<file path="config.mk">
export PLATFORM = sky130hd
export DESIGN_NAME = cmd_seq
export DESIGN_NICKNAME = d
export VERILOG_FILES = /design/src/rtl/cmd_seq_pkg.sv /design/src/rtl/cmd_seq_regs.sv /design/src/rtl/cmd_seq_bounds.sv /design/src/rtl/cmd_seq.sv
export SDC_FILE = /design/constraint.sdc
export NUM_CORES = 1
export LEC_CHECK = 0
export BUFFER_PORTS_ARGS = -buffer_cell sky130_fd_sc_hd__buf_2
export CORE_MARGIN = 3
export CORE_UTILIZATION = 40
export CTS_CLUSTER_DIAMETER = 40
export DETAILED_ROUTE_END_ITERATION = 8
export SYNTH_ARGS = -nofsm -noshare
export SYNTH_HDL_FRONTEND = slang
export SYNTH_SLANG_ARGS = --single-unit
</file>
<file path="constraint.sdc">
create_clock -name clk -period 10.1 [get_ports clk]
set_input_delay 1.515 -clock clk [delete_from_list [all_inputs] [get_ports clk]]
set_output_delay 1.515 -clock clk [all_outputs]
set_load 0.05 [all_outputs]
</file>
<file path="src/rtl/cmd_seq_pkg.sv">
package cmd_seq_pkg;
  localparam logic [11:0] OFS_CANCEL   = 12'h048;
  localparam logic [11:0] OFS_START    = 12'h04C;
  localparam logic [11:0] OFS_CMD_SIZE = 12'h058;
  localparam logic [11:0] OFS_CMD_ADDR = 12'h05C;
  localparam logic [11:0] OFS_RSP_SIZE = 12'h064;
  localparam logic [11:0] OFS_RSP_ADDR = 12'h068;

  typedef enum logic [3:0] {
    ST_IDLE, ST_CHECK, ST_REQ, ST_CMD_RD, ST_CMD_WT, ST_CMD_LD,
    ST_CMD_TX, ST_SCRUB, ST_RSP, ST_DONE
  } seq_state_t;
endpackage

</file>
<file path="src/rtl/cmd_seq_regs.sv">
module cmd_seq_regs import cmd_seq_pkg::*; #(
  parameter int DW = 32,
  parameter int RAW = 12,
  parameter int DEPTH = 3968,
  parameter logic [DW-1:0] BASE = '0
) (
  input  logic          clk,
  input  logic          rst,
  input  logic          busy,
  input  logic          hw_valid,
  input  logic [RAW-1:0] hw_addr,
  input  logic [DW-1:0] hw_data,
  output logic          hw_ready,
  output logic          start_req,
  output logic [DW-1:0] cmd_size,
  output logic [DW-1:0] cmd_addr,
  output logic [DW-1:0] rsp_size,
  output logic [DW-1:0] rsp_addr
);
  localparam logic [DW-1:0] SIZE_RST = DW'(DEPTH);

  logic hit_start, hit_cancel;
  assign hit_start  = (hw_addr == RAW'(OFS_START));
  assign hit_cancel = (hw_addr == RAW'(OFS_CANCEL));
  assign hw_ready   = !busy || hit_start || hit_cancel;
  assign start_req  = hw_valid && hit_start && hw_data[0];

  always_ff @(posedge clk) begin
    if (rst) begin
      cmd_size <= SIZE_RST;
      cmd_addr <= BASE;
      rsp_size <= SIZE_RST;
      rsp_addr <= BASE;
    end else if (hw_valid && !busy) begin
      case (hw_addr)
        RAW'(OFS_CMD_SIZE): cmd_size <= hw_data;
        RAW'(OFS_CMD_ADDR): cmd_addr <= hw_data;
        RAW'(OFS_RSP_SIZE): rsp_size <= hw_data;
        RAW'(OFS_RSP_ADDR): rsp_addr <= hw_data;
        default: ;
      endcase
    end
  end
endmodule

</file>
<file path="src/rtl/cmd_seq_bounds.sv">
module cmd_seq_bounds #(
  parameter int DW = 32,
  parameter int DEPTH = 3968,
  parameter int AW = 12,
  parameter int CW = 12,
  parameter logic [DW-1:0] BASE = '0
) (
  input  logic [DW-1:0] addr,
  input  logic [DW-1:0] size,
  output logic [AW-1:0] off,
  output logic [CW-1:0] len,
  output logic          ok
);
  localparam logic [DW:0] LIM = (DW+1)'(DEPTH);

  logic [DW-1:0] full_off;
  logic [DW:0]   span_end;

  assign full_off = addr - BASE;
  assign span_end = {1'b0, full_off} + {1'b0, size};
  assign ok  = ({1'b0, full_off} <= LIM) && (span_end <= LIM);
  assign off = AW'(full_off);
  assign len = CW'(size);
endmodule

</file>
<file path="src/rtl/cmd_seq.sv">
module cmd_seq import cmd_seq_pkg::*; #(
  parameter int DEPTH = 3968,
  parameter int DW = 32,
  parameter int RAW = 12,
  parameter logic [DW-1:0] BASE = 32'hFED4_0080,
  localparam int AW = $clog2(DEPTH),
  localparam int CW = $clog2(DEPTH + 1)
) (
  input  logic           clk,
  input  logic           rst,
  input  logic           hw_valid,
  input  logic [RAW-1:0] hw_addr,
  input  logic [DW-1:0]  hw_data,
  output logic           hw_ready,
  input  logic           hb_valid,
  input  logic [AW-1:0]  hb_addr,
  input  logic [7:0]     hb_data,
  output logic           hb_ready,
  output logic           buf_we,
  output logic [AW-1:0]  buf_addr,
  output logic [7:0]     buf_wdata,
  input  logic [7:0]     buf_rdata,
  output logic           eng_req_valid,
  input  logic           eng_req_ready,
  output logic [CW-1:0]  eng_cmd_len,
  output logic [CW-1:0]  eng_rsp_len,
  output logic           eng_cmd_valid,
  input  logic           eng_cmd_ready,
  output logic [7:0]     eng_cmd_data,
  input  logic           eng_rsp_valid,
  output logic           eng_rsp_ready,
  input  logic [7:0]     eng_rsp_data,
  input  logic           eng_rsp_last,
  output logic           start_o,
  output logic           err_o
);
  localparam logic [CW-1:0] SCRUB_LAST = CW'(DEPTH - 1);
  localparam logic [AW:0]   BUF_LIM    = (AW+1)'(DEPTH);

  seq_state_t st;
  logic busy, start_req;
  logic [DW-1:0] reg_cmd_size, reg_cmd_addr, reg_rsp_size, reg_rsp_addr;

  assign busy = (st != ST_IDLE);

  cmd_seq_regs #(.DW(DW), .RAW(RAW), .DEPTH(DEPTH), .BASE(BASE)) u_regs (
    .clk(clk), .rst(rst), .busy(busy),
    .hw_valid(hw_valid), .hw_addr(hw_addr), .hw_data(hw_data),
    .hw_ready(hw_ready), .start_req(start_req),
    .cmd_size(reg_cmd_size), .cmd_addr(reg_cmd_addr),
    .rsp_size(reg_rsp_size), .rsp_addr(reg_rsp_addr)
  );

  // index 0: command region, index 1: response region
  logic [DW-1:0] rg_addr [2];
  logic [DW-1:0] rg_size [2];
  logic [AW-1:0] rg_off  [2];
  logic [CW-1:0] rg_len  [2];
  logic          rg_ok   [2];

  assign rg_addr[0] = reg_cmd_addr;
  assign rg_size[0] = reg_cmd_size;
  assign rg_addr[1] = reg_rsp_addr;
  assign rg_size[1] = reg_rsp_size;

  generate
    for (genvar g = 0; g < 2; g++) begin : g_rng
      cmd_seq_bounds #(.DW(DW), .DEPTH(DEPTH), .AW(AW), .CW(CW), .BASE(BASE)) u_rng (
        .addr(rg_addr[g]), .size(rg_size[g]),
        .off(rg_off[g]), .len(rg_len[g]), .ok(rg_ok[g])
      );
    end
  endgenerate

  logic [AW-1:0] coff, roff;
  logic [CW-1:0] csz, rsz, idx, ridx;
  logic          fits;
  logic          hb_in_range;

  assign hb_ready      = !busy;
  assign hb_in_range   = ({1'b0, hb_addr} < BUF_LIM);
  assign eng_rsp_ready = (st == ST_RSP);
  assign eng_cmd_len   = csz;
  assign eng_rsp_len   = rsz;

  always_ff @(posedge clk) begin
    if (rst) begin
      st            <= ST_IDLE;
      start_o       <= 1'b0;
      err_o         <= 1'b0;
      buf_we        <= 1'b0;
      buf_addr      <= '0;
      buf_wdata     <= '0;
      eng_req_valid <= 1'b0;
      eng_cmd_valid <= 1'b0;
      eng_cmd_data  <= '0;
      coff          <= '0;
      roff          <= '0;
      csz           <= '0;
      rsz           <= '0;
      idx           <= '0;
      ridx          <= '0;
      fits          <= 1'b0;
    end else begin
      buf_we <= 1'b0;
      case (st)
        ST_IDLE: begin
          if (hb_valid && hb_in_range) begin
            buf_we    <= 1'b1;
            buf_addr  <= hb_addr;
            buf_wdata <= hb_data;
          end
          if (start_req) begin
            start_o <= 1'b1;
            err_o   <= 1'b0;
            coff    <= rg_off[0];
            csz     <= rg_len[0];
            roff    <= rg_off[1];
            rsz     <= rg_len[1];
            fits    <= rg_ok[0] && rg_ok[1];
            st      <= ST_CHECK;
          end
        end
        ST_CHECK: begin
          if (!fits) begin
            err_o   <= 1'b1;
            start_o <= 1'b0;
            st      <= ST_IDLE;
          end else begin
            eng_req_valid <= 1'b1;
            st            <= ST_REQ;
          end
        end
        ST_REQ: begin
          if (eng_req_ready) begin
            eng_req_valid <= 1'b0;
            idx           <= '0;
            st            <= (csz == '0) ? ST_SCRUB : ST_CMD_RD;
          end
        end
        ST_CMD_RD: begin
          buf_addr <= coff + AW'(idx);
          st       <= ST_CMD_WT;
        end
        ST_CMD_WT: st <= ST_CMD_LD;
        ST_CMD_LD: begin
          eng_cmd_data  <= buf_rdata;
          eng_cmd_valid <= 1'b1;
          st            <= ST_CMD_TX;
        end
        ST_CMD_TX: begin
          if (eng_cmd_ready) begin
            eng_cmd_valid <= 1'b0;
            if (idx == csz - 1'b1) begin
              idx <= '0;
              st  <= ST_SCRUB;
            end else begin
              idx <= idx + 1'b1;
              st  <= ST_CMD_RD;
            end
          end
        end
        ST_SCRUB: begin
          buf_we    <= 1'b1;
          buf_addr  <= AW'(idx);
          buf_wdata <= '0;
          if (idx == SCRUB_LAST) begin
            idx  <= '0;
            ridx <= '0;
            st   <= ST_RSP;
          end else begin
            idx <= idx + 1'b1;
          end
        end
        ST_RSP: begin
          if (eng_rsp_valid) begin
            if (ridx < rsz) begin
              buf_we    <= 1'b1;
              buf_addr  <= roff + AW'(ridx);
              buf_wdata <= eng_rsp_data;
              ridx      <= ridx + 1'b1;
            end
            if (eng_rsp_last) st <= ST_DONE;
          end
        end
        ST_DONE: begin
          start_o <= 1'b0;
          st      <= ST_IDLE;
        end
        default: st <= ST_IDLE;
      endcase
    end
  end
endmodule

</file>
==> flow_summary_export.csv <==
group,metric,value,unit
synthesis,async_reset_ff_share,0,%
layout,drive_gt1_share,11.7,%
detailed_routing,drtPass1Iterations,6,
global_route,grt_max_degree,89,
worst_setup_path,cp.arrival,5.84,ns
clock_tree,clock-sinks,238,
global_route,antenna_found_initial,3,
detailed_routing,drc,0,
placed_design,portBuffers,147,
min_path,hold_path_class,"flip-flop to flip-flop",
flow_run,cap_violations,0,
floorplanning,core_area,0.0403,mm2
status,status,"finished, final reports clean",
floorplanning,boundaryPins,148,
worst_setup_path,startpoint_type,"flip-flop",
synthesis,synth_ff_type,"dfxtp_1",
clock_tree,cts_buffer_depth,3,
detailed_routing,ant_nets,0,
layout,multi_input_area,0.0110,mm2
floorplanning,start_util,41.0,%
pwr,leakage,8.08,nW
worst_setup_path,cp_max_fo,9,
layout,final_cell_mix,"422 x nand2_1, 238 x a21oi_1, 238 x dfxtp_1",
pwr,power.total,2.56,mW
detailed_routing,routed_wirelength,58700,um
synthesis,synth_cells,2222,
detailed_routing,vias,16800,
placed_design,dp_hpwl,45200,um
floorplanning,rows,73,
pwr,peakVddDrop,0.118,mV
synthesis,synth-edff-count,0,
worst_setup_path,endpoint_kind,"flip-flop",
detailed_routing,viasPerCell,5.89,
timing,fin_crit_sh,52.8,%
worst_setup_path,path_cells,"inv_1 > ha_1 > or3b_2 > or4_4 > a21oi_4 > xnor2_1 > ha_1 > a21oi_1 > a21boi_0 > o21ba_2 > nor4_1 > nand4b_1 > nor4b_1 > nand4_1 > and4bb_2 > nand4_1 > nand2_1",
worst_setup_path,crit_family,"simple AND/OR/NAND/NOR gates",
timing,slew_headroom,20.4,%
synthesis,syn_area,0.0165,mm2
timing,finalHoldViolCount,0,
global_route,gr-total-overflow,0,
clock_tree,clk_pin_slew_worst_paths,0.05,ns
clock_tree,h-tree-depth,2,
synthesis,yosys_warnings,0,
layout,fill_cells,4071,
worst_setup_path,critPathMaxStageDelay,0.64,ns
timing,max_freq,188,MHz
clock_tree,clock_latency,0.57,ns
synthesis,synth_cell_types,83,
detailed_routing,wire_per_inst,20.5,um
clock_tree,cts-root-buf,"clkbuf_16",
layout,syn_to_final_growth,15.5,%
layout,layout_commonest_cell,"nand2_1",
worst_setup_path,path_buf_inv,1,
detailed_routing,drtIter0Drc,1501,
synthesis,synthesis.nets,2422,
synthesis,ys_seq_area_share,28.8,%
timing,setup_viol,0,
placed_design,gp_congestion,1.04,
floorplanning,die_area,0.0438,mm2
layout,nets,2499,
timing,fin_skew,0.0164,ns
global_route,grt_use_total,25.7,%
clock_tree,ctsHoldBuffers,0,
pwr,power.density,134,mW/mm2
layout,seq_area,0.00476,mm2
layout,diodes,0,
worst_setup_path,path_class,"flip-flop to flip-flop",
timing,rsz0062_at_grt,"false",
timing,finalCriticalPeriod,5.33,ns
floorplanning,fp.dieH,209,um
floorplanning,die_x,209,um
global_route,grt_pass1_vias,15700,
timing,setup_tns,0,ns
clock_tree,cts-resized-gates,0,
worst_setup_path,worst-endpoint-required,10.61,ns
synthesis,syn_avg_cell_area,7.44,um2
clock_tree,cts_tree,"done",
clock_tree,cts_setup_buffers,0,
clock_tree,cts_buffers,44,
worst_setup_path,critPathSlowestCell,"nor4_1",
timing,max_slew.worst_pin.slew,1.16,ns
synthesis,ys_seq_elements,238,
global_route,grt_pass1_wl,90300,um
timing,drv_slew,0,
power breakdown:
part           switching [mW]  total [mW]  internal [mW]
clock                   0.585        1.51          0.925
sequential            0.00308       0.949          0.946
combinational          0.0743       0.103         0.0291
total                   0.662        2.56           1.90
worst reg2reg max path, delay by kind of cell (launching register included):
kind | cells | cell delay (ns)
buffers and inverters | 1 | 0.13
DFF | 1 | 0.35
xor gates and xnor gates | 1 | 0.16
AOI/OAI and AO/OA | 4 | 1.12
adders and majority gates | 2 | 0.64
and+or+nand+nor | 9 | 2.87
state kept, by name, indices dropped and copies added, names as in the netlist:
signal           flops
coff                12
u_regs.rsp_size     32
u_regs.rsp_addr     32
buf_addr            12
eng_cmd_data         8
buf_we               1
eng_req_valid        1
roff                12
err_o                1
ridx                12
buf_wdata            8
u_regs.cmd_addr     32
eng_cmd_len         12
st                   4
eng_rsp_len         12
fits                 1
u_regs.cmd_size     32
idx                 12
eng_cmd_valid        1
start_o              1
cell families after synthesis:
kind of cell	Yosys count	share of synthesized area [%]
AOI/OAI and AO/OA	599	23.7
xor gates and xnor gates	114	6.04
adders and majority gates	112	8.66
buffers and inverters	202	4.65
DFF	238	28.8
muxes	18	1.09
and+or+nand+nor	939	27.0
through the flow:
step                cell area, um2  setup slack [ns]  hold slack, ns  utilization [%]  cells
floorplan                    16500              5.66           0.436                -   2222
global placement             17500              5.14           0.446             43.6   2778
detailed placement           17500              4.96           0.451             43.6   2778
CTS                          19100              4.92           0.460             47.4   2860
global route                 19100              4.55           0.480             47.4   2860
finish                       19100              4.77           0.460             47.4   2860
final timing paths:
kind | start | end | slack (ns) | cells past startpoint
worst max register to register | u_regs.cmd_addr[7] | fits | 4.77 | 17
worst min register to register | u_regs.cmd_size[16] | u_regs.cmd_size[16] | 0.46 | 2
worst max-delay path | u_regs.cmd_addr[7] | fits | 4.77 | 17
worst min-delay path | u_regs.cmd_size[16] | u_regs.cmd_size[16] | 0.46 | 2
metal layers:
metal	vias up	GRT usage (%)	wire length [um]	share of wire, %
li1	8158	-	-	-
met1	8081	36.7	27300	47
met2	521	40.5	26200	45
met3	85	4.41	4080	7.0
met4	0	5.77	1100	1.9
met5	-	0	0	0
Yosys cell counts, types with 16 or more instances:
master      n  area [um2]
inv_1      71         267
mux2i_1    18         180
a21o_1     40         300
and3_1     24         150
nand3b_1   39         293
a21oi_1   238        1190
nor3_1     59         295
or3_1      18         113
a211oi_1   36         270
nand2_1   422        1580
nand4_1    30         188
o21ai_0    64         320
nor4_1     28         175
nor2_1    160         601
nand3_1    44         220
xnor2_1    73         639
o211ai_1   22         165
xor2_1     41         359
clkbuf_1  118         443
nand2b_1   16         100
o21a_1     19         143
ha_1      108        1350
dfxtp_1   238        4760
or4_1      17         128
a31oi_1    21         131
area by class of cell:
type                            count  area share (%)
Multi-Input combinational cell   1782            57.7
Tap cell                          525            3.44
Clock buffer                       50            6.21
Clock inverter                     32            1.86
Timing Repair Buffer              161            4.44
Inverter                           72            1.42
Sequential cell                   238            25.0
Note: power is estimated with default switching activity, not from simulation.
